File: src/rtl/regwin_pkg.sv
package regwin_pkg;
  typedef enum logic [1:0] {
    CMD_IDLE    = 2'd0,
    CMD_SAVE    = 2'd1,
    CMD_RESTORE = 2'd2,
    CMD_FLUSH   = 2'd3
  } cmd_e;

  typedef enum logic [2:0] {
    TRAP_NONE     = 3'd0,
    TRAP_SPILL_NRM = 3'd1,
    TRAP_SPILL_OTH = 3'd2,
    TRAP_FILL_NRM  = 3'd3,
    TRAP_FILL_OTH  = 3'd4,
    TRAP_CLEAN     = 3'd5,
    TRAP_ILLEGAL   = 3'd6
  } trap_e;

  localparam logic [4:0] RN_CWP   = 5'h09;
  localparam logic [4:0] RN_CSAVE = 5'h0A;
  localparam logic [4:0] RN_CREST = 5'h0B;
  localparam logic [4:0] RN_CLEAN = 5'h0C;
  localparam logic [4:0] RN_OTHER = 5'h0D;
  localparam logic [4:0] RN_WSEL  = 5'h0E;
  localparam logic [4:0] RN_HOLE  = 5'h0F;
  localparam logic [4:0] RN_GLVL  = 5'h10;
endpackage

File: src/rtl/regwin_trap_sel.sv
module regwin_trap_sel
  import regwin_pkg::*;
(
  input  logic       is_fill_i,
  input  logic       other_i,
  input  logic [5:0] wsel_i,
  output trap_e      kind_o,
  output logic [4:0] off_o
);
  logic [2:0] fld;

  always_comb begin
    fld   = other_i ? wsel_i[5:3] : wsel_i[2:0];
    off_o = {fld, 2'b00};
    unique case ({is_fill_i, other_i})
      2'b00:   kind_o = TRAP_SPILL_NRM;
      2'b01:   kind_o = TRAP_SPILL_OTH;
      2'b10:   kind_o = TRAP_FILL_NRM;
      default: kind_o = TRAP_FILL_OTH;
    endcase
  end
endmodule

File: src/rtl/regwin_cmd_eval.sv
module regwin_cmd_eval
  import regwin_pkg::*;
#(
  parameter int NWIN = 8,
  localparam int W = $clog2(NWIN)
) (
  input  cmd_e         cmd_i,
  input  logic [W-1:0] cwp_i,
  input  logic [W-1:0] csave_i,
  input  logic [W-1:0] crest_i,
  input  logic [W-1:0] clean_i,
  input  logic [W-1:0] other_i,
  input  logic [5:0]   wsel_i,
  output logic         upd_o,
  output logic [W-1:0] cwp_o,
  output logic [W-1:0] csave_o,
  output logic [W-1:0] crest_o,
  output trap_e        trap_o,
  output logic [4:0]   off_o
);
  localparam logic [W-1:0] TOP_IDX   = W'(NWIN - 1);
  localparam logic [W-1:0] FLUSH_REF = W'(NWIN - 2);

  trap_e      sf_kind;
  logic [4:0] sf_off;

  regwin_trap_sel u_sel (
    .is_fill_i (cmd_i == CMD_RESTORE),
    .other_i   (other_i != '0),
    .wsel_i    (wsel_i),
    .kind_o    (sf_kind),
    .off_o     (sf_off)
  );

  always_comb begin
    upd_o   = 1'b0;
    cwp_o   = cwp_i;
    csave_o = csave_i;
    crest_o = crest_i;
    trap_o  = TRAP_NONE;
    off_o   = '0;
    unique case (cmd_i)
      CMD_SAVE: begin
        if (csave_i == '0) begin
          trap_o = sf_kind;
          off_o  = sf_off;
        end else if (clean_i == crest_i) begin
          trap_o = TRAP_CLEAN;
        end else begin
          upd_o   = 1'b1;
          cwp_o   = (cwp_i == TOP_IDX) ? '0 : cwp_i + W'(1);
          csave_o = csave_i - W'(1);
          crest_o = crest_i + W'(1);
        end
      end
      CMD_RESTORE: begin
        if (crest_i == '0) begin
          trap_o = sf_kind;
          off_o  = sf_off;
        end else begin
          upd_o   = 1'b1;
          cwp_o   = (cwp_i == '0) ? TOP_IDX : cwp_i - W'(1);
          csave_o = csave_i + W'(1);
          crest_o = crest_i - W'(1);
        end
      end
      CMD_FLUSH: begin
        if (csave_i != FLUSH_REF) begin
          trap_o = sf_kind;
          off_o  = sf_off;
        end
      end
      default: ;
    endcase
  end
endmodule

File: src/rtl/regwin_priv_rd.sv
module regwin_priv_rd
  import regwin_pkg::*;
#(
  parameter int NWIN = 8,
  parameter int GLW  = 3,
  localparam int W = $clog2(NWIN)
) (
  input  logic [4:0]     num_i,
  input  logic [W-1:0]   cwp_i,
  input  logic [W-1:0]   csave_i,
  input  logic [W-1:0]   crest_i,
  input  logic [W-1:0]   clean_i,
  input  logic [W-1:0]   other_i,
  input  logic [5:0]     wsel_i,
  input  logic [GLW-1:0] glvl_i,
  output logic [7:0]     data_o,
  output logic           illegal_o
);
  always_comb begin
    data_o    = '0;
    illegal_o = (num_i == RN_HOLE) || (num_i > RN_GLVL);
    unique case (num_i)
      RN_CWP:   data_o = 8'(cwp_i);
      RN_CSAVE: data_o = 8'(csave_i);
      RN_CREST: data_o = 8'(crest_i);
      RN_CLEAN: data_o = 8'(clean_i);
      RN_OTHER: data_o = 8'(other_i);
      RN_WSEL:  data_o = 8'(wsel_i);
      RN_GLVL:  data_o = 8'(glvl_i);
      default:  data_o = '0;
    endcase
  end
endmodule

File: src/rtl/regwin_ctrl.sv
module regwin_ctrl
  import regwin_pkg::*;
#(
  parameter int NWIN = 8,
  parameter int GLW  = 3
) (
  input  logic       clk_i,
  input  logic       rst_ni,
  input  logic [1:0] cmd_i,
  input  logic       rd_valid_i,
  input  logic [4:0] rd_num_i,
  output logic [7:0] rd_data_o,
  input  logic       wr_en_i,
  input  logic [4:0] wr_num_i,
  input  logic [5:0] wr_data_i,
  output logic       trap_valid_o,
  output logic [2:0] trap_kind_o,
  output logic [4:0] trap_off_o
);
  localparam int W = $clog2(NWIN);
  localparam logic [W-1:0] CSAVE_RST = W'(NWIN - 2);

  cmd_e           cmd;
  logic [W-1:0]   cwp_q, csave_q, crest_q, clean_q, other_q;
  logic [5:0]     wsel_q;
  logic [GLW-1:0] glvl_q;

  logic           upd;
  logic [W-1:0]   cwp_n, csave_n, crest_n;
  trap_e          cmd_trap, trap_n;
  logic [4:0]     cmd_off, off_n;
  logic           rd_ill;

  assign cmd = cmd_e'(cmd_i);

  regwin_cmd_eval #(.NWIN(NWIN)) u_eval (
    .cmd_i   (cmd),
    .cwp_i   (cwp_q),
    .csave_i (csave_q),
    .crest_i (crest_q),
    .clean_i (clean_q),
    .other_i (other_q),
    .wsel_i  (wsel_q),
    .upd_o   (upd),
    .cwp_o   (cwp_n),
    .csave_o (csave_n),
    .crest_o (crest_n),
    .trap_o  (cmd_trap),
    .off_o   (cmd_off)
  );

  regwin_priv_rd #(.NWIN(NWIN), .GLW(GLW)) u_rd (
    .num_i     (rd_num_i),
    .cwp_i     (cwp_q),
    .csave_i   (csave_q),
    .crest_i   (crest_q),
    .clean_i   (clean_q),
    .other_i   (other_q),
    .wsel_i    (wsel_q),
    .glvl_i    (glvl_q),
    .data_o    (rd_data_o),
    .illegal_o (rd_ill)
  );

  // commands outrank read strobes
  always_comb begin
    trap_n = TRAP_NONE;
    off_n  = '0;
    if (cmd != CMD_IDLE) begin
      trap_n = cmd_trap;
      off_n  = cmd_off;
    end else if (rd_valid_i && rd_ill) begin
      trap_n = TRAP_ILLEGAL;
    end
  end

  always_ff @(posedge clk_i or negedge rst_ni) begin
    if (!rst_ni) begin
      cwp_q        <= '0;
      csave_q      <= CSAVE_RST;
      crest_q      <= '0;
      clean_q      <= '0;
      other_q      <= '0;
      wsel_q       <= '0;
      glvl_q       <= '0;
      trap_valid_o <= 1'b0;
      trap_kind_o  <= '0;
      trap_off_o   <= '0;
    end else begin
      if (cmd != CMD_IDLE) begin
        if (upd) begin
          cwp_q   <= cwp_n;
          csave_q <= csave_n;
          crest_q <= crest_n;
        end
      end else if (wr_en_i) begin
        unique case (wr_num_i)
          RN_CWP:   cwp_q   <= wr_data_i[W-1:0];
          RN_CSAVE: csave_q <= wr_data_i[W-1:0];
          RN_CREST: crest_q <= wr_data_i[W-1:0];
          RN_CLEAN: clean_q <= wr_data_i[W-1:0];
          RN_OTHER: other_q <= wr_data_i[W-1:0];
          RN_WSEL:  wsel_q  <= wr_data_i;
          RN_GLVL:  glvl_q  <= wr_data_i[GLW-1:0];
          default: ;
        endcase
      end
      trap_valid_o <= (trap_n != TRAP_NONE);
      trap_kind_o  <= trap_n;
      trap_off_o   <= off_n;
    end
  end


  save_step_chk: assert property (@(posedge clk_i) disable iff (!rst_ni)
    (cmd == CMD_SAVE && upd) |=>
      (cwp_q == (($past(cwp_q) == W'(NWIN - 1)) ? '0 : W'($past(cwp_q) + 1)))
      && (csave_q == W'($past(csave_q) - 1)) && (crest_q == W'($past(crest_q) + 1)));


  restore_step_chk: assert property (@(posedge clk_i) disable iff (!rst_ni)
    (cmd == CMD_RESTORE && upd) |=>
      (cwp_q == (($past(cwp_q) == '0) ? W'(NWIN - 1) : W'($past(cwp_q) - 1)))
      && (csave_q == W'($past(csave_q) + 1)) && (crest_q == W'($past(crest_q) - 1)));


  spill_first_chk: assert property (@(posedge clk_i) disable iff (!rst_ni)
    (cmd == CMD_SAVE && csave_q == '0) |=>
      trap_valid_o && (trap_kind_o == TRAP_SPILL_NRM || trap_kind_o == TRAP_SPILL_OTH));


  trap_hold_chk: assert property (@(posedge clk_i) disable iff (!rst_ni)
    trap_valid_o |-> (cwp_q == $past(cwp_q)) && (csave_q == $past(csave_q))
                     && (crest_q == $past(crest_q)));


  trap_pulse_chk: assert property (@(posedge clk_i) disable iff (!rst_ni)
    (trap_valid_o && cmd == CMD_IDLE && !rd_valid_i) |=> !trap_valid_o);


  illegal_rd_chk: assert property (@(posedge clk_i) disable iff (!rst_ni)
    (cmd == CMD_IDLE && rd_valid_i && rd_num_i == RN_HOLE) |=>
      trap_valid_o && trap_kind_o == TRAP_ILLEGAL);
endmodule

File: config.mk
export PLATFORM = sky130hd
export DESIGN_NAME = regwin_ctrl
export DESIGN_NICKNAME = d
export VERILOG_FILES = /design/src/rtl/regwin_pkg.sv /design/src/rtl/regwin_trap_sel.sv /design/src/rtl/regwin_cmd_eval.sv /design/src/rtl/regwin_priv_rd.sv /design/src/rtl/regwin_ctrl.sv
export SDC_FILE = /design/constraint.sdc
export NUM_CORES = 1
export LEC_CHECK = 0
export BUFFER_PORTS_ARGS = -buffer_cell sky130_fd_sc_hd__buf_4
export CORE_ASPECT_RATIO = 0.8
export CORE_MARGIN = 4
export CORE_UTILIZATION = 50
export CTS_CLUSTER_DIAMETER = 200
export DETAILED_ROUTE_END_ITERATION = 6
export PLACE_DENSITY = 0.75
export SYNTH_ARGS = -nofsm -noshare
export SYNTH_HDL_FRONTEND = slang
export SYNTH_SLANG_ARGS = --single-unit
File: constraint.sdc
create_clock -name clk_i -period 1.67 [get_ports clk_i]
set_input_delay 0.334 -clock clk_i [delete_from_list [all_inputs] [get_ports clk_i]]
set_output_delay 0.334 -clock clk_i [all_outputs]
set_load 0.01 [all_outputs]
==> impl_metrics.py <==
metrics = {
    "run": {
        "cap_viol_max_count": 0,
    },
    "clock_network": {
        "clk_pin_slew_ps": 70,
        "cts_root_buf": "clkbuf_8",
        "clock_sinks": 31,
        "cts_tree": "built",
        "clockBufferDepth": 2,
        "h-tree-depth": 2,
        "cts_buffers": 5,
        "worstSkewPairLatency_ps": 290,
    },
    "worst_hold_path": {
        "hold_class": "in -> reg",
        "min-delay-start": "wr_data_i[4]",
        "whs_path_depth": 2,
        "holdPathEnd": "wsel_q[4]",
    },
    "cells_and_area": {
        "syn_to_final_growth_pct": 43.6,
        "multi_input_area_um2": 1460,
        "diodes": 0,
        "stdcell_count": 335,
        "n_fill_cell": 255,
        "drive_gt1_share_pct": 52.5,
        "final_nets": 315,
        "regArea_um2": 782,
    },
    "drt": {
        "drt-total-wl_um": 5620,
        "firstDrtPassIters": 4,
        "via_per_inst": 5.46,
        "routedWlPerCell_um": 16.8,
        "ant_nets": 0,
        "drt_iter0_markers": 112,
        "detailroute.via_count": 1829,
        "drc": 0,
    },
    "power": {
        "power.leakage_nw": 1.46,
        "power_density_nw_per_um2": 1110,
        "ir_drop_uv": 739,
    },
    "timing": {
        "hold_violations": 0,
        "setup_tns_ps": -1710,
        "finalSetupViolCount": 14,
        "layout_setup_ws_ps": -178,
        "max_freq_mhz": 541,
        "rsz0062_at_grt": "true",
        "fin_worst_skew_ps": 5.95,
        "drv_slew": 0,
        "min_period_ps": 1850,
        "period_share_pct": 111,
    },
    "critical_path": {
        "r2r_slack_ps": -180,
        "cp-start-kind": "flop",
        "crit_fanout": 6,
        "rr_startpoint": "crest_q[1]",
        "rr_worst_depth": 6,
        "crit_type": "reg -> reg",
        "critPathArrivalTime_ps": 2020,
        "startpoint": "crest_q[1]",
        "cp_data_required_time_ps": 1840,
        "cp-end-kind": "flop",
        "reg2reg_to": "crest_q[2]",
    },
    "floorplanning": {
        "io_pins": 39,
        "start_util_pct": 53.8,
        "placementRows": 20,
        "die_width_um": 80.9,
        "die_height_um": 66.4,
        "core-area_um2": 3950,
        "dieArea_um2": 5370,
    },
    "logic_synthesis": {
        "ys_warn_count": 0,
        "async_reset_ff_share_pct": 100,
        "synth-edff-count": 0,
        "ys_types": 47,
        "ys.flop_type": "dfrtp_1",
        "synth.top_cells.by_area": "dfrtp_1 (34%), mux2_2 (12%), ha_1 (7.6%)",
        "synth.avg_cell_area_um2": 10.3,
        "syn_area_um2": 2130,
        "ys_ff_latch": 31,
        "yosysMostFrequentCell": "dfrtp_1",
        "synth_top_cell_by_area": "dfrtp_1",
        "synth_common_cells": "dfrtp_1 (29), mux2_2 (23), nand2_1 (15)",
        "synth-seq-area-share_pct": 36.6,
        "syn-instance-count": 207,
        "synth_top_area_share_pct": 34.1,
    },
    "place": {
        "placed_cells": 321,
        "gp_congestion": 0.906,
        "dp_hpwl_um": 4060,
        "portBuffers": 34,
        "preCtsSetupSlack_ps": -409,
    },
    "global_route": {
        "grt_first_pass_wirelength_um": 9060,
        "top_usage_layer": "met2",
        "grt.total_usage_pct": 22.2,
        "use_met3_pct": 7.08,
        "grt_pass1_vias": 1830,
        "antenna_found_initial": 0,
        "gr-total-overflow": 0,
        "grt_max_degree": 32,
        "grt_util_met2_pct": 34.0,
        "grt_use_met1_pct": 31.1,
    },
    "outcome": {
        "status": "finished with violations",
        "violations": "setup timing",
    },
}
stage by stage:
stage	hold WS [ps]	area, µm²	total power [mW]	util (%)
after floorplan	38.4	2200	1.89	-
after global placement	287	2700	2.37	68.3
after detailed placement	288	2700	2.42	68.3
after CTS	284	2960	3.24	74.9
after global routing	276	3060	3.60	77.3
final	285	3060	3.39	77.3
kinds of logic after synthesis:
family,Yosys count,share of synthesized area (%)
mux,32,16.4
compound gates,43,13.7
buf+inv,23,5.23
flops,31,36.6
other cells,1,0.176
simple gates,56,16.6
xor+xnor,8,3.65
fa+ha+maj,13,7.64
power breakdown:
part	switching, mW	leakage [nW]	internal, mW
registers	0.201	0.398	0.928
logic	0.737	1.02	0.919
clock network	0.285	0.0470	0.323
worst max-delay path: stages (launching register included):
cell	delay, ps
dfrtp_2	490
xnor2_2	180
buf_4	150
a31oi_4	210
o21ai_4	130
a21o_1	170
a2111o_1	390
layout by cell type (no fill, tap or decap), types with 5 or more instances in the layout:
cell	n
o21ai_0	11
mux2_2	19
buf_4	61
a21oi_1	5
buf_6	12
inv_1	8
ha_1	9
mux2i_1	9
nor2b_1	6
dfrtp_1	26
nand2_1	14
clkbuf_8	6
nor2_1	6
per-layer routing:
layer,vias to the layer above,share of wire [%]
met1,871,47
met2,73,45
met3,7,7.5
met5,-,0
li1,878,-
met4,0,0.68
state kept, by name, summed over array words and instances, names as in the netlist:
register      count
csave_q           3
cwp_q             3
other_q           3
clean_q           3
trap_off_o        3
trap_kind_o       3
crest_q           3
glvl_q            3
trap_valid_o      1
wsel_q            6
worst max path at each step:
| stage | depth (start not counted) | endpoint | slack [ps] |
|---|---|---|---|
| floorplan | 10 | crest_q[2] | -190 |
| global placement | 7 | cwp_q[2] | -340 |
| detailed placement | 8 | crest_q[1] | -410 |
| CTS | 7 | crest_q[2] | -150 |
| global route | 7 | crest_q[2] | -240 |
| finish | 6 | crest_q[2] | -180 |
what timing repair did:
action                     CTS  global route
resized for setup           30            16
pin swaps                    7             3
setup endpoints to repair   23            21
hold endpoints to repair    29             0
buffers inserted             3             3
hold buffers                 1             0
layout make-up:
class	instances	area share (%)
Inverter	12	1.96
Clock inverter	1	0.164
Sequential cell	31	25.6
Clock buffer	6	2.70
Tap cell	55	2.25
Timing Repair Buffer	74	19.7
Multi-Input combinational cell	156	47.6
No activity file was read; power rests on OpenSTA's default activity.
